[src/rtl/i2cseq_pkg.sv]
package i2cseq_pkg;

    localparam int TGT_W  = 7;
    localparam int BYTE_W = 8;

    typedef enum logic [1:0] {
        OP_START = 2'd0,
        OP_WRITE = 2'd1,
        OP_READ  = 2'd2,
        OP_STOP  = 2'd3
    } bus_op_e;

    typedef enum logic [1:0] {
        ERR_NONE      = 2'd0,
        ERR_SEL_NACK  = 2'd1,
        ERR_BYTE_NACK = 2'd2,
        ERR_ENGINE    = 2'd3
    } xact_err_e;

    typedef enum logic [3:0] {
        ST_IDLE,
        ST_OPEN,
        ST_SEL_WR,
        ST_REGADR,
        ST_REOPEN,
        ST_SEL_RD,
        ST_RDATA,
        ST_WDATA,
        ST_CLOSE
    } seq_state_e;

    typedef struct packed {
        bus_op_e           op;
        logic [BYTE_W-1:0] data;
        logic              nack;
    } bus_cmd_t;

    typedef struct packed {
        logic              nack;
        logic              err;
        logic [BYTE_W-1:0] data;
    } bus_rsp_t;

    // Select byte: target address above the direction bit.
    function automatic logic [BYTE_W-1:0] sel_byte(input logic [TGT_W-1:0] tgt,
                                                   input logic rd);
        return {tgt, rd};
    endfunction

endpackage

[src/rtl/i2cseq_len_counter.sv]
module i2cseq_len_counter #(
    parameter int W = 16
) (
    input  logic         clk,
    input  logic         rst,
    input  logic         load,
    input  logic [W-1:0] load_val,
    input  logic         dec,
    output logic         empty,
    output logic         last
);
    logic [W-1:0] cnt_q;

    always_ff @(posedge clk) begin
        if (rst)       cnt_q <= '0;
        else if (load) cnt_q <= load_val;
        else if (dec)  cnt_q <= cnt_q - W'(1);
    end

    assign empty = (cnt_q == '0);
    assign last  = (cnt_q == W'(1));

    // a byte is only consumed from a non-empty count
    a_r9_no_underflow: assert property (@(posedge clk) disable iff (rst)
        dec |-> !empty);
endmodule

[src/rtl/i2cseq_cmd_port.sv]
module i2cseq_cmd_port
    import i2cseq_pkg::*;
(
    input  logic     clk,
    input  logic     rst,
    input  logic     issue,
    input  bus_cmd_t cmd_in,
    output logic     idle,
    output logic     eng_cmd_valid,
    input  logic     eng_cmd_ready,
    output bus_cmd_t eng_cmd,
    input  logic     eng_rsp_valid,
    input  bus_rsp_t rsp_in,
    output logic     fin,
    output bus_rsp_t fin_rsp
);
    typedef enum logic [1:0] {P_IDLE, P_REQ, P_WAIT} port_st_e;

    port_st_e pst_q;
    bus_cmd_t cmd_q;

    always_ff @(posedge clk) begin
        if (rst) begin
            pst_q <= P_IDLE;
            cmd_q <= '0;
        end else begin
            unique case (pst_q)
                P_IDLE: if (issue) begin
                    cmd_q <= cmd_in;
                    pst_q <= P_REQ;
                end
                P_REQ:  if (eng_cmd_ready) pst_q <= P_WAIT;
                P_WAIT: if (eng_rsp_valid) pst_q <= P_IDLE;
                default: pst_q <= P_IDLE;
            endcase
        end
    end

    assign idle          = (pst_q == P_IDLE);
    assign eng_cmd_valid = (pst_q == P_REQ);
    assign eng_cmd       = cmd_q;
    assign fin           = (pst_q == P_WAIT) && eng_rsp_valid;
    assign fin_rsp       = rsp_in;

    // an offered command holds until taken
    a_r11_cmd_hold: assert property (@(posedge clk) disable iff (rst)
        (eng_cmd_valid && !eng_cmd_ready) |=> (eng_cmd_valid && $stable(eng_cmd)));
    // the sequencer never issues over an outstanding command
    a_r11_one_outstanding: assert property (@(posedge clk) disable iff (rst)
        issue |-> idle);
endmodule

[src/rtl/i2c_reg_xact.sv]
module i2c_reg_xact
    import i2cseq_pkg::*;
#(
    parameter int LEN_W = 16
) (
    input  logic              clk,
    input  logic              rst,
    input  logic              start,
    input  logic [TGT_W-1:0]  slave_addr,
    input  logic              rd_mode,
    input  logic [LEN_W-1:0]  reg_len,
    input  logic [LEN_W-1:0]  data_len,
    output logic              busy,
    output logic              done,
    output logic              ok,
    output logic [1:0]        err_code,
    input  logic              wr_valid,
    input  logic [BYTE_W-1:0] wr_data,
    output logic              wr_ready,
    output logic              rd_valid,
    output logic [BYTE_W-1:0] rd_data,
    output logic              eng_cmd_valid,
    input  logic              eng_cmd_ready,
    output logic [1:0]        eng_cmd_op,
    output logic [BYTE_W-1:0] eng_cmd_byte,
    output logic              eng_cmd_nack,
    input  logic              eng_rsp_valid,
    input  logic              eng_rsp_nack,
    input  logic              eng_rsp_err,
    input  logic [BYTE_W-1:0] eng_rsp_byte
);
    seq_state_e       state_q;
    xact_err_e        err_q;
    logic [TGT_W-1:0] tgt_q;
    logic             rd_q;

    logic     accept, port_idle, issue, fin;
    bus_cmd_t cmd_next, cmd_cur;
    bus_rsp_t rsp_in, rsp;
    logic     reg_empty, reg_last, dat_empty, dat_last;
    logic     reg_dec, dat_dec;

    assign accept = (state_q == ST_IDLE) && start;
    assign rsp_in = '{nack: eng_rsp_nack, err: eng_rsp_err, data: eng_rsp_byte};

    i2cseq_len_counter #(.W(LEN_W)) u_reg_cnt (
        .clk(clk), .rst(rst), .load(accept), .load_val(reg_len),
        .dec(reg_dec), .empty(reg_empty), .last(reg_last));

    i2cseq_len_counter #(.W(LEN_W)) u_dat_cnt (
        .clk(clk), .rst(rst), .load(accept), .load_val(data_len),
        .dec(dat_dec), .empty(dat_empty), .last(dat_last));

    i2cseq_cmd_port u_port (
        .clk(clk), .rst(rst), .issue(issue), .cmd_in(cmd_next),
        .idle(port_idle), .eng_cmd_valid(eng_cmd_valid),
        .eng_cmd_ready(eng_cmd_ready), .eng_cmd(cmd_cur),
        .eng_rsp_valid(eng_rsp_valid), .rsp_in(rsp_in),
        .fin(fin), .fin_rsp(rsp));

    assign eng_cmd_op   = cmd_cur.op;
    assign eng_cmd_byte = cmd_cur.data;
    assign eng_cmd_nack = cmd_cur.nack;

    assign reg_dec = fin && (state_q == ST_REGADR);
    assign dat_dec = fin && ((state_q == ST_RDATA) || (state_q == ST_WDATA));

    // Where to go once the register-address bytes are all sent.
    function automatic seq_state_e after_regs(input logic rd, input logic no_data);
        if (no_data) return ST_CLOSE;
        return rd ? ST_REOPEN : ST_WDATA;
    endfunction

    // Command selection for the current phase.
    always_comb begin
        issue    = 1'b0;
        wr_ready = 1'b0;
        cmd_next = '{op: OP_STOP, data: '0, nack: 1'b0};
        if (port_idle) begin
            unique case (state_q)
                ST_OPEN, ST_REOPEN: begin
                    issue       = 1'b1;
                    cmd_next.op = OP_START;
                end
                ST_SEL_WR, ST_SEL_RD: begin
                    issue         = 1'b1;
                    cmd_next.op   = OP_WRITE;
                    cmd_next.data = sel_byte(tgt_q, state_q == ST_SEL_RD);
                end
                ST_REGADR, ST_WDATA: begin
                    wr_ready      = 1'b1;
                    issue         = wr_valid;
                    cmd_next.op   = OP_WRITE;
                    cmd_next.data = wr_data;
                end
                ST_RDATA: begin
                    issue         = 1'b1;
                    cmd_next.op   = OP_READ;
                    cmd_next.nack = dat_last;
                end
                ST_CLOSE: begin
                    issue       = 1'b1;
                    cmd_next.op = OP_STOP;
                end
                default: ;
            endcase
        end
    end

    logic nack_checked;
    assign nack_checked = (state_q == ST_SEL_WR) || (state_q == ST_SEL_RD) ||
                          (state_q == ST_REGADR) || (state_q == ST_WDATA);

    always_ff @(posedge clk) begin
        if (rst) begin
            state_q  <= ST_IDLE;
            err_q    <= ERR_NONE;
            tgt_q    <= '0;
            rd_q     <= 1'b0;
            done     <= 1'b0;
            ok       <= 1'b0;
            rd_valid <= 1'b0;
            rd_data  <= '0;
        end else begin
            done     <= 1'b0;
            rd_valid <= 1'b0;
            if (accept) begin
                tgt_q   <= slave_addr;
                rd_q    <= rd_mode;
                err_q   <= ERR_NONE;
                state_q <= ST_OPEN;
            end else if (fin) begin
                if (state_q == ST_CLOSE) begin
                    if (rsp.err && err_q == ERR_NONE) err_q <= ERR_ENGINE;
                    ok      <= !rsp.err && (err_q == ERR_NONE);
                    done    <= 1'b1;
                    state_q <= ST_IDLE;
                end else if (rsp.err) begin
                    err_q   <= ERR_ENGINE;
                    state_q <= ST_CLOSE;
                end else if (nack_checked && rsp.nack) begin
                    err_q   <= (state_q == ST_SEL_WR || state_q == ST_SEL_RD)
                               ? ERR_SEL_NACK : ERR_BYTE_NACK;
                    state_q <= ST_CLOSE;
                end else begin
                    unique case (state_q)
                        ST_OPEN:   state_q <= ST_SEL_WR;
                        ST_SEL_WR: state_q <= reg_empty ? after_regs(rd_q, dat_empty)
                                                        : ST_REGADR;
                        ST_REGADR: if (reg_last) state_q <= after_regs(rd_q, dat_empty);
                        ST_REOPEN: state_q <= ST_SEL_RD;
                        ST_SEL_RD: state_q <= ST_RDATA;
                        ST_RDATA: begin
                            rd_valid <= 1'b1;
                            rd_data  <= rsp.data;
                            if (dat_last) state_q <= ST_CLOSE;
                        end
                        ST_WDATA:  if (dat_last) state_q <= ST_CLOSE;
                        default:   state_q <= ST_IDLE;
                    endcase
                end
            end
        end
    end

    assign busy     = (state_q != ST_IDLE);
    assign err_code = err_q;

    // completion is reported only once the block is idle again
    a_r10_done_idle: assert property (@(posedge clk) disable iff (rst)
        done |-> !busy);
    // busy only rises from an accepted start
    a_r10_busy_from_start: assert property (@(posedge clk) disable iff (rst)
        $rose(busy) |-> $past(start));
    // the reply bit marks exactly the final read
    a_r3_last_read_nack: assert property (@(posedge clk) disable iff (rst)
        (eng_cmd_valid && eng_cmd_op == OP_READ) |-> (eng_cmd_nack == dat_last));
    // every completion follows a stop command
    a_r7_close_with_stop: assert property (@(posedge clk) disable iff (rst)
        done |-> (eng_cmd_op == OP_STOP));
    // no stream byte is taken once a fault is recorded
    a_r6_no_pull_after_abort: assert property (@(posedge clk) disable iff (rst)
        wr_ready |-> (err_q == ERR_NONE));
    // read bytes only appear inside a transaction
    a_r12_read_in_xact: assert property (@(posedge clk) disable iff (rst)
        rd_valid |-> busy);
endmodule

[config.mk]
export PLATFORM = sky130hd
export DESIGN_NAME = i2c_reg_xact
export DESIGN_NICKNAME = d
export VERILOG_FILES = /design/src/rtl/i2cseq_pkg.sv /design/src/rtl/i2cseq_len_counter.sv /design/src/rtl/i2cseq_cmd_port.sv /design/src/rtl/i2c_reg_xact.sv
export SDC_FILE = /design/constraint.sdc
export NUM_CORES = 1
export LEC_CHECK = 0
export ABC_AREA = 1
export BUFFER_PORTS_ARGS = -buffer_cell sky130_fd_sc_hd__buf_4
export CAP_MARGIN = 20
export CORE_ASPECT_RATIO = 1.25
export CORE_MARGIN = 1
export CORE_UTILIZATION = 54
export CTS_BUF_LIST = sky130_fd_sc_hd__clkbuf_16
export DETAILED_ROUTE_END_ITERATION = 7
export PLACE_DENSITY_LB_ADDON = 0.05
export SETUP_SLACK_MARGIN = 0.3
export SLEW_MARGIN = 30
export SYNTH_ARGS = -nofsm -noshare
export SYNTH_HDL_FRONTEND = slang
export SYNTH_SLANG_ARGS = --single-unit
[constraint.sdc]
create_clock -name clk -period 1.75 [get_ports clk]
set_input_delay 0.2625 -clock clk [delete_from_list [all_inputs] [get_ports clk]]
set_output_delay 0.2625 -clock clk [all_outputs]
set_load 0.01 [all_outputs]
; ---- Word-level counts from Yosys, hierarchy flattened
; Cells that the tools add are included.
[classes]
n_eq_ne = 20
addsub = 2
bitwise_logic = 5
n_reduce_logical = 38
n_mux = 51
[op_table]
columns = cell, count
row1 = $mux 16, 4
row2 = $mux 4, 9
row3 = $eq 16x1->1 const B, 2
row4 = $logic_not 16->1, 2
row5 = $sub 16x1->16 const B, 2
row6 = $mux 1, 24
row7 = $pmux 4 s6, 1
row8 = $mux 2, 9
row9 = $eq 4x3->1 const B, 4
row10 = $pmux 8 s2, 1
row11 = $reduce_and 3->1, 5
row12 = $pmux 2 s3, 2
row13 = $reduce_or 6->1, 2
row14 = $reduce_or 2->1, 5
row15 = $eq 4x2->1 const B, 2
row16 = $logic_and 1x1->1, 7
row17 = $ne 2x1->1 const B, 3
row18 = $ne 6x1->1 const B, 1
row19 = $ne 6x4->1 const B, 1
row20 = $reduce_and 6->1, 1
row21 = $reduce_bool 2->1, 3
row22 = $ne 5x1->1 const B, 1
row23 = $ne 5x3->1 const B, 1
row24 = $not 1->1, 5
row25 = other kinds (15), 19
[totals]
reg_bits = 70
word_cells = 131

; ---- Longest topological paths before layout
[logic_depth]
ltp_word = 19
mapped_depth = 13
mapped_depth_nobuf = 13

; ---- Hierarchy
; A second synthesis with hierarchy kept.
[unflattened]
hier_cells = 649
area_unflattened_um2 = 4418.0
[modules_own_cells]
columns = module, area_per_inst_um2, cells_each, instances
row1 = i2cseq_len_counter, 1143.6, 162, 2
row2 = i2c_reg_xact, 1450.1, 228, 1
row3 = i2cseq_cmd_port, 680.7, 97, 1

; ---- Least setup slack after synthesis
; No wires, ideal clock.
[synth_timing]
kind = flip-flop to flip-flop
startpoint = register u_dat_cnt.cnt_q[0]
endpoint = register u_dat_cnt.cnt_q[14]
setup_ns = 0.132
t_arrival_ns = 1.311
n_path_buf = 0
required_ns = 1.618
setup_slack_ns = 0.307
stages_incl_launch_ff = 9
cell_sequence = dfxtp_1 -> inv_1 -> ha_1 -> nand2_1 -> nor2_1 -> nand4_1 -> xor2_1 -> o21ai_1 -> a21oi_1
[synth_between]
elab_chain_len = 3
[synth_rtl]
columns = item, line_no
row1 = "start, declared", i2cseq_len_counter.sv:12  ; logic [W-1:0] cnt_q;
row2 = "start signal, assigned", i2cseq_len_counter.sv:16  ; else if (load) cnt_q <= load_val;
row3 = "start signal, assigned", i2cseq_len_counter.sv:17  ; else if (dec) cnt_q <= cnt_q - W'(1);
row4 = $sub 16x1->16, i2cseq_len_counter.sv:17
row5 = $mux 16, i2cseq_len_counter.sv:17
row6 = $mux 16, i2cseq_len_counter.sv:16
; Every way passes these cells. The select of a mux whose other input is x is not followed.
; A chain may end at the register's enable or synchronous reset.

; ---- Worst setup path after layout
[layout_timing]
startpoint = register u_dat_cnt.cnt_q[0]
endpoint = register state_q[0]
[layout_between]
elab_chain_len = 18
elab_cells_between_ends = 30
[layout_rtl]
columns = item, line_no
row1 = $logic_not 16->1, i2cseq_len_counter.sv:20  ; assign empty = (cnt_q == '0);
row2 = $mux 1, i2c_reg_xact.sv:70  ; if (no_data) return ST_CLOSE;
row3 = $mux 1, i2c_reg_xact.sv:150  ; ST_REGADR: if (reg_last) state_q <= after_regs(rd_q, dat_empty);
row4 = $mux 1, i2c_reg_xact.sv:146  ; unique case (state_q)
row5 = $mux 1, i2c_reg_xact.sv:141  ; end else if (nack_checked && rsp.nack) begin
row6 = $mux 1, i2c_reg_xact.sv:138  ; end else if (rsp.err) begin
row7 = $mux 1, i2c_reg_xact.sv:133  ; if (state_q == ST_CLOSE) begin
row8 = $mux 1, i2c_reg_xact.sv:132  ; end else if (fin) begin
row9 = (+2 left out), -
row10 = $mux 4, i2c_reg_xact.sv:71  ; return rd ? ST_REOPEN : ST_WDATA;
row11 = $mux 4, i2c_reg_xact.sv:150
row12 = $pmux 4 s6, i2c_reg_xact.sv:146
row13 = $mux 4, i2c_reg_xact.sv:141
row14 = $mux 4, i2c_reg_xact.sv:138
row15 = $mux 4, i2c_reg_xact.sv:133
row16 = $mux 1, i2c_reg_xact.sv:132
row17 = $mux 1, i2c_reg_xact.sv:127  ; if (accept) begin
row18 = "end signal, assigned", i2c_reg_xact.sv:148  ; ST_SEL_WR: state_q <= reg_empty ? after_regs(rd_q, dat_empty)
row19 = "end signal, assigned", i2c_reg_xact.sv:150
row20 = "end, declared", i2c_reg_xact.sv:32  ; seq_state_e state_q;
; Several ways; a longest one is shown, not always the timed one. The select of a mux whose other input is x is not followed.

==> flow_metrics.env <==
export IMPL_status="complete, no violations"
export IMPL_fin_nets=795
export IMPL_fin_util_pct=84.0
export IMPL_rows=34
export IMPL_cts_tree="yes"
export IMPL_numPortBuffers=90
export IMPL_yosysUniqueCellTypes=42
export IMPL_max_slew_margin_pct=73.9
export IMPL_dieArea_um2=7570
export IMPL_drive_gt1_share_pct=38.4
export IMPL_synthCells=581
export IMPL_drt_total_wl_um=14200
export IMPL_critPathKind="flip-flop to flip-flop"
export IMPL_antenna_found_initial=0
export IMPL_syn_cell_area_um2=3900
export IMPL_peakVddDrop_uv=682
export IMPL_place_hpwl_um=7560
export IMPL_ys_warn_count=0
export IMPL_nFillCells=435
export IMPL_setup_viol=0
export IMPL_ios=91
export IMPL_yosysTopAreaCell="dfxtp_1"
export IMPL_synth_seq_cells=70
export IMPL_gpl_final_weighted_congestion=0.981
export IMPL_yosys_top_cells_area="dfxtp_1 36%, nand2_1 13%, nor2_1 6.7%"
export IMPL_synth_top_flop_cell="dfxtp_1"
export IMPL_worstPathRequired_ns=1.97
export IMPL_reg2reg_to="state_q[0]$_SDFFE_PP0P_"
export IMPL_coreArea_um2=6980
export IMPL_grt_pass1_wl_um=18800
export IMPL_synthArstFlopShare_pct=0
export IMPL_cts_clk_slew_worst_paths_ns=0.06
export IMPL_vias_per_cell=5.96
export IMPL_dr_pass1_iters=5
export IMPL_hold_viol=0
export IMPL_htreeDepth=3
export IMPL_clock_path_buffers=2
export IMPL_yosysSeqAreaShare_pct=35.9
export IMPL_vias=4883
export IMPL_drt_iter0_drc=443
export IMPL_tns_ns=0
export IMPL_ff2ff_path_depth=13
export IMPL_grt_usage_pct=30.9
export IMPL_critPathMaxFanout=6
export IMPL_cp_arrival_ns=1.88
export IMPL_grt_pass1_vias=4287
export IMPL_postRouteAntennaNets=0
export IMPL_die_y_um=97.0
export IMPL_p_leak_nw=2.67
export IMPL_initial_utilization_pct=55.9
export IMPL_antennaDiodeCount=0
export IMPL_powerDensity_nw_per_um2=949
export IMPL_hold_path_class="input port to flip-flop"
export IMPL_drv_slew=0
export IMPL_synth_top_area_share_pct=35.9
export IMPL_synth_edf_count=0
export IMPL_cts_made_buffers=9
export IMPL_max_freq_mhz=602
export IMPL_die_w_um=78.0
export IMPL_ctsRootBufferMaster="clkbuf_16"
export IMPL_crit_path_start_kind="flip-flop"
export IMPL_worstMarginPinSlew_ns=0.385
export IMPL_maxCapViolCount=0
export IMPL_worst_setup_path_end_kind="flip-flop"
export IMPL_grt_max_degree=33
export IMPL_rsz0062_at_grt="true"
export IMPL_avgSynthCellArea_um2=6.71
export IMPL_clock_skew_final_ns=0.00827
export IMPL_routedWlPerCell_um=17.3
export IMPL_min_period_over_period_pct=94.9
export IMPL_reg2reg_slack_ns=0.09
export IMPL_syn2layout_area_growth_pct=50.2
export IMPL_worstReg2RegStart="u_dat_cnt.cnt_q[0]$_SDFFE_PP0P_"
export IMPL_drc=0
export IMPL_critPathLaunch="u_dat_cnt.cnt_q[0]$_SDFFE_PP0P_"
export IMPL_grt_ovfl_total=0
export IMPL_syn_nets=651
export IMPL_clock_sinks=70
export IMPL_min_period_ns=1.66
export IMPL_endpoint="state_q[0]$_SDFFE_PP0P_"
export IMPL_clk_latency_ns=0.34
## kinds of logic after synthesis
logic type | share of synthesized area, %
compound gates | 17.4
fa+ha+maj | 1.92
buf+inv | 9.08
flops | 35.9
xor+xnor | 0.674
simple gates | 35.0
## what timing repair did
action	4_1_cts	5_1_grt
setup buffers	20	20
hold buffers	0	0
cloned	0	4
setup endpoints to repair	57	56
pin swaps	16	31
resized for setup	55	91
## registers in the layout (all words and copies together) (netlist names), 2 cells and up
register         flops
u_port.eng_cmd      11
state_q              4
err_code             2
u_dat_cnt.cnt_q     16
u_port.pst_q         2
rd_data              8
tgt_q                7
u_reg_cnt.cnt_q     16
## worst max-delay path, cell delays in order, from the launching register on
cell,delay (ns)
dfxtp_2,0.33
buf_4,0.14
ha_1,0.15
nand2_1,0.07
nor2_1,0.15
nand2_2,0.10
nand2_1,0.11
nand2_1,0.08
nand2_2,0.08
nand2_4,0.08
nand2_2,0.06
nand2_1,0.05
nor2_1,0.10
nor2_1,0.05
## synthesized netlist by cell type, types with 2 or more instances
| cell | number |
|---|---|
| nand2_1 | 130 |
| dfxtp_1 | 70 |
| nor2_1 | 70 |
| inv_1 | 56 |
| nand3_1 | 41 |
| a21oi_1 | 39 |
| o21ai_0 | 35 |
| a31oi_1 | 20 |
| nand4_1 | 15 |
| o211ai_1 | 10 |
| buf_2 | 9 |
| clkbuf_1 | 8 |
| inv_2 | 8 |
| nor2_2 | 8 |
| nor3_1 | 8 |
| o21ai_1 | 8 |
| nand2_2 | 7 |
| ha_1 | 6 |
| nor2_4 | 4 |
| xor2_1 | 3 |
| buf_4 | 2 |
| nand3_2 | 2 |
| nand3b_1 | 2 |
| nor4_1 | 2 |
## how the worst min path moves through the flow
| stage | from | cells past startpoint | slack (ns) | to |
|---|---|---|---|---|
| finish | slave_addr[2] | 3 | 0.18 | tgt_q[2]$_SDFFE_PP0P_ |
| detailed placement | rd_data[2]$_SDFFE_PP0P_ | 2 | 0.44 | rd_data[2]$_SDFFE_PP0P_ |
| floorplan | data_len[1] | 2 | 0.40 | u_dat_cnt.cnt_q[1]$_SDFFE_PP0P_ |
| global placement | rd_data[0]$_SDFFE_PP0P_ | 2 | 0.43 | rd_data[0]$_SDFFE_PP0P_ |
| CTS | eng_cmd_ready | 3 | 0.19 | u_port.pst_q[1]$_SDFFE_PP0P_ |
| global route | slave_addr[2] | 3 | 0.18 | tgt_q[2]$_SDFFE_PP0P_ |
## per-stage QoR
stage | area [µm²] | power, mW | setup WS (ns) | std cells | hold slack, ns
3_5_place_dp | 4760 | 3.08 | 0.0759 | 760 | 0.438
6_report | 5860 | 5.56 | 0.0887 | 819 | 0.183
4_1_cts | 5380 | 5.17 | 0.246 | 795 | 0.185
2_1_floorplan | 3900 | 2.64 | 0.307 | 581 | 0.398
3_3_place_gp | 4760 | 3.04 | 0.160 | 760 | 0.431
5_1_grt | 5860 | 5.75 | -0.0536 | 819 | 0.184
## area by class of cell
cell class	count	area (µm²)	area share [%]
multi-input cells	425	2470	42.2
clock inverters	6	87.6	1.49
well taps	90	113	1.92
repair buffers	154	1250	21.4
clock buffers	9	225	3.84
inverters	65	284	4.85
flip-flops and latches	70	1420	24.3
## power breakdown
| part | switching, mW | total (mW) | leakage, nW | internal, mW |
|---|---|---|---|---|
| Clock | 0.731 | 1.97 | 0.155 | 1.24 |
| Combinational | 0.973 | 1.71 | 1.94 | 0.733 |
| Sequential | 0.146 | 1.88 | 0.579 | 1.74 |
## layer usage
layer | up-vias | global-route usage [%] | part of all wire [%]
met5 | - | 0 | 0
met4 | 0 | 12.7 | 5.2
met3 | 90 | 5.75 | 8.6
met2 | 333 | 56.0 | 51
met1 | 2234 | 35.0 | 36
li1 | 2226 | - | -
## cells in the final DEF (no fill, tap or decap), types with 7 or more instances in the layout
master / instances
buf_4: 141
nand2_1: 114
dfxtp_1: 58
nor2_1: 54
inv_1: 45
nand3_1: 39
a21oi_1: 35
o21ai_0: 20
a31oi_1: 20
o21ai_1: 19
nor2_4: 18
nand2_2: 15
nand4_1: 15
clkbuf_16: 11
inv_2: 10
o211ai_1: 10
nor2_2: 10
nand2_4: 9
dfxtp_2: 9
buf_6: 8
inv_4: 7
No activity file was read; power rests on OpenSTA's default activity.
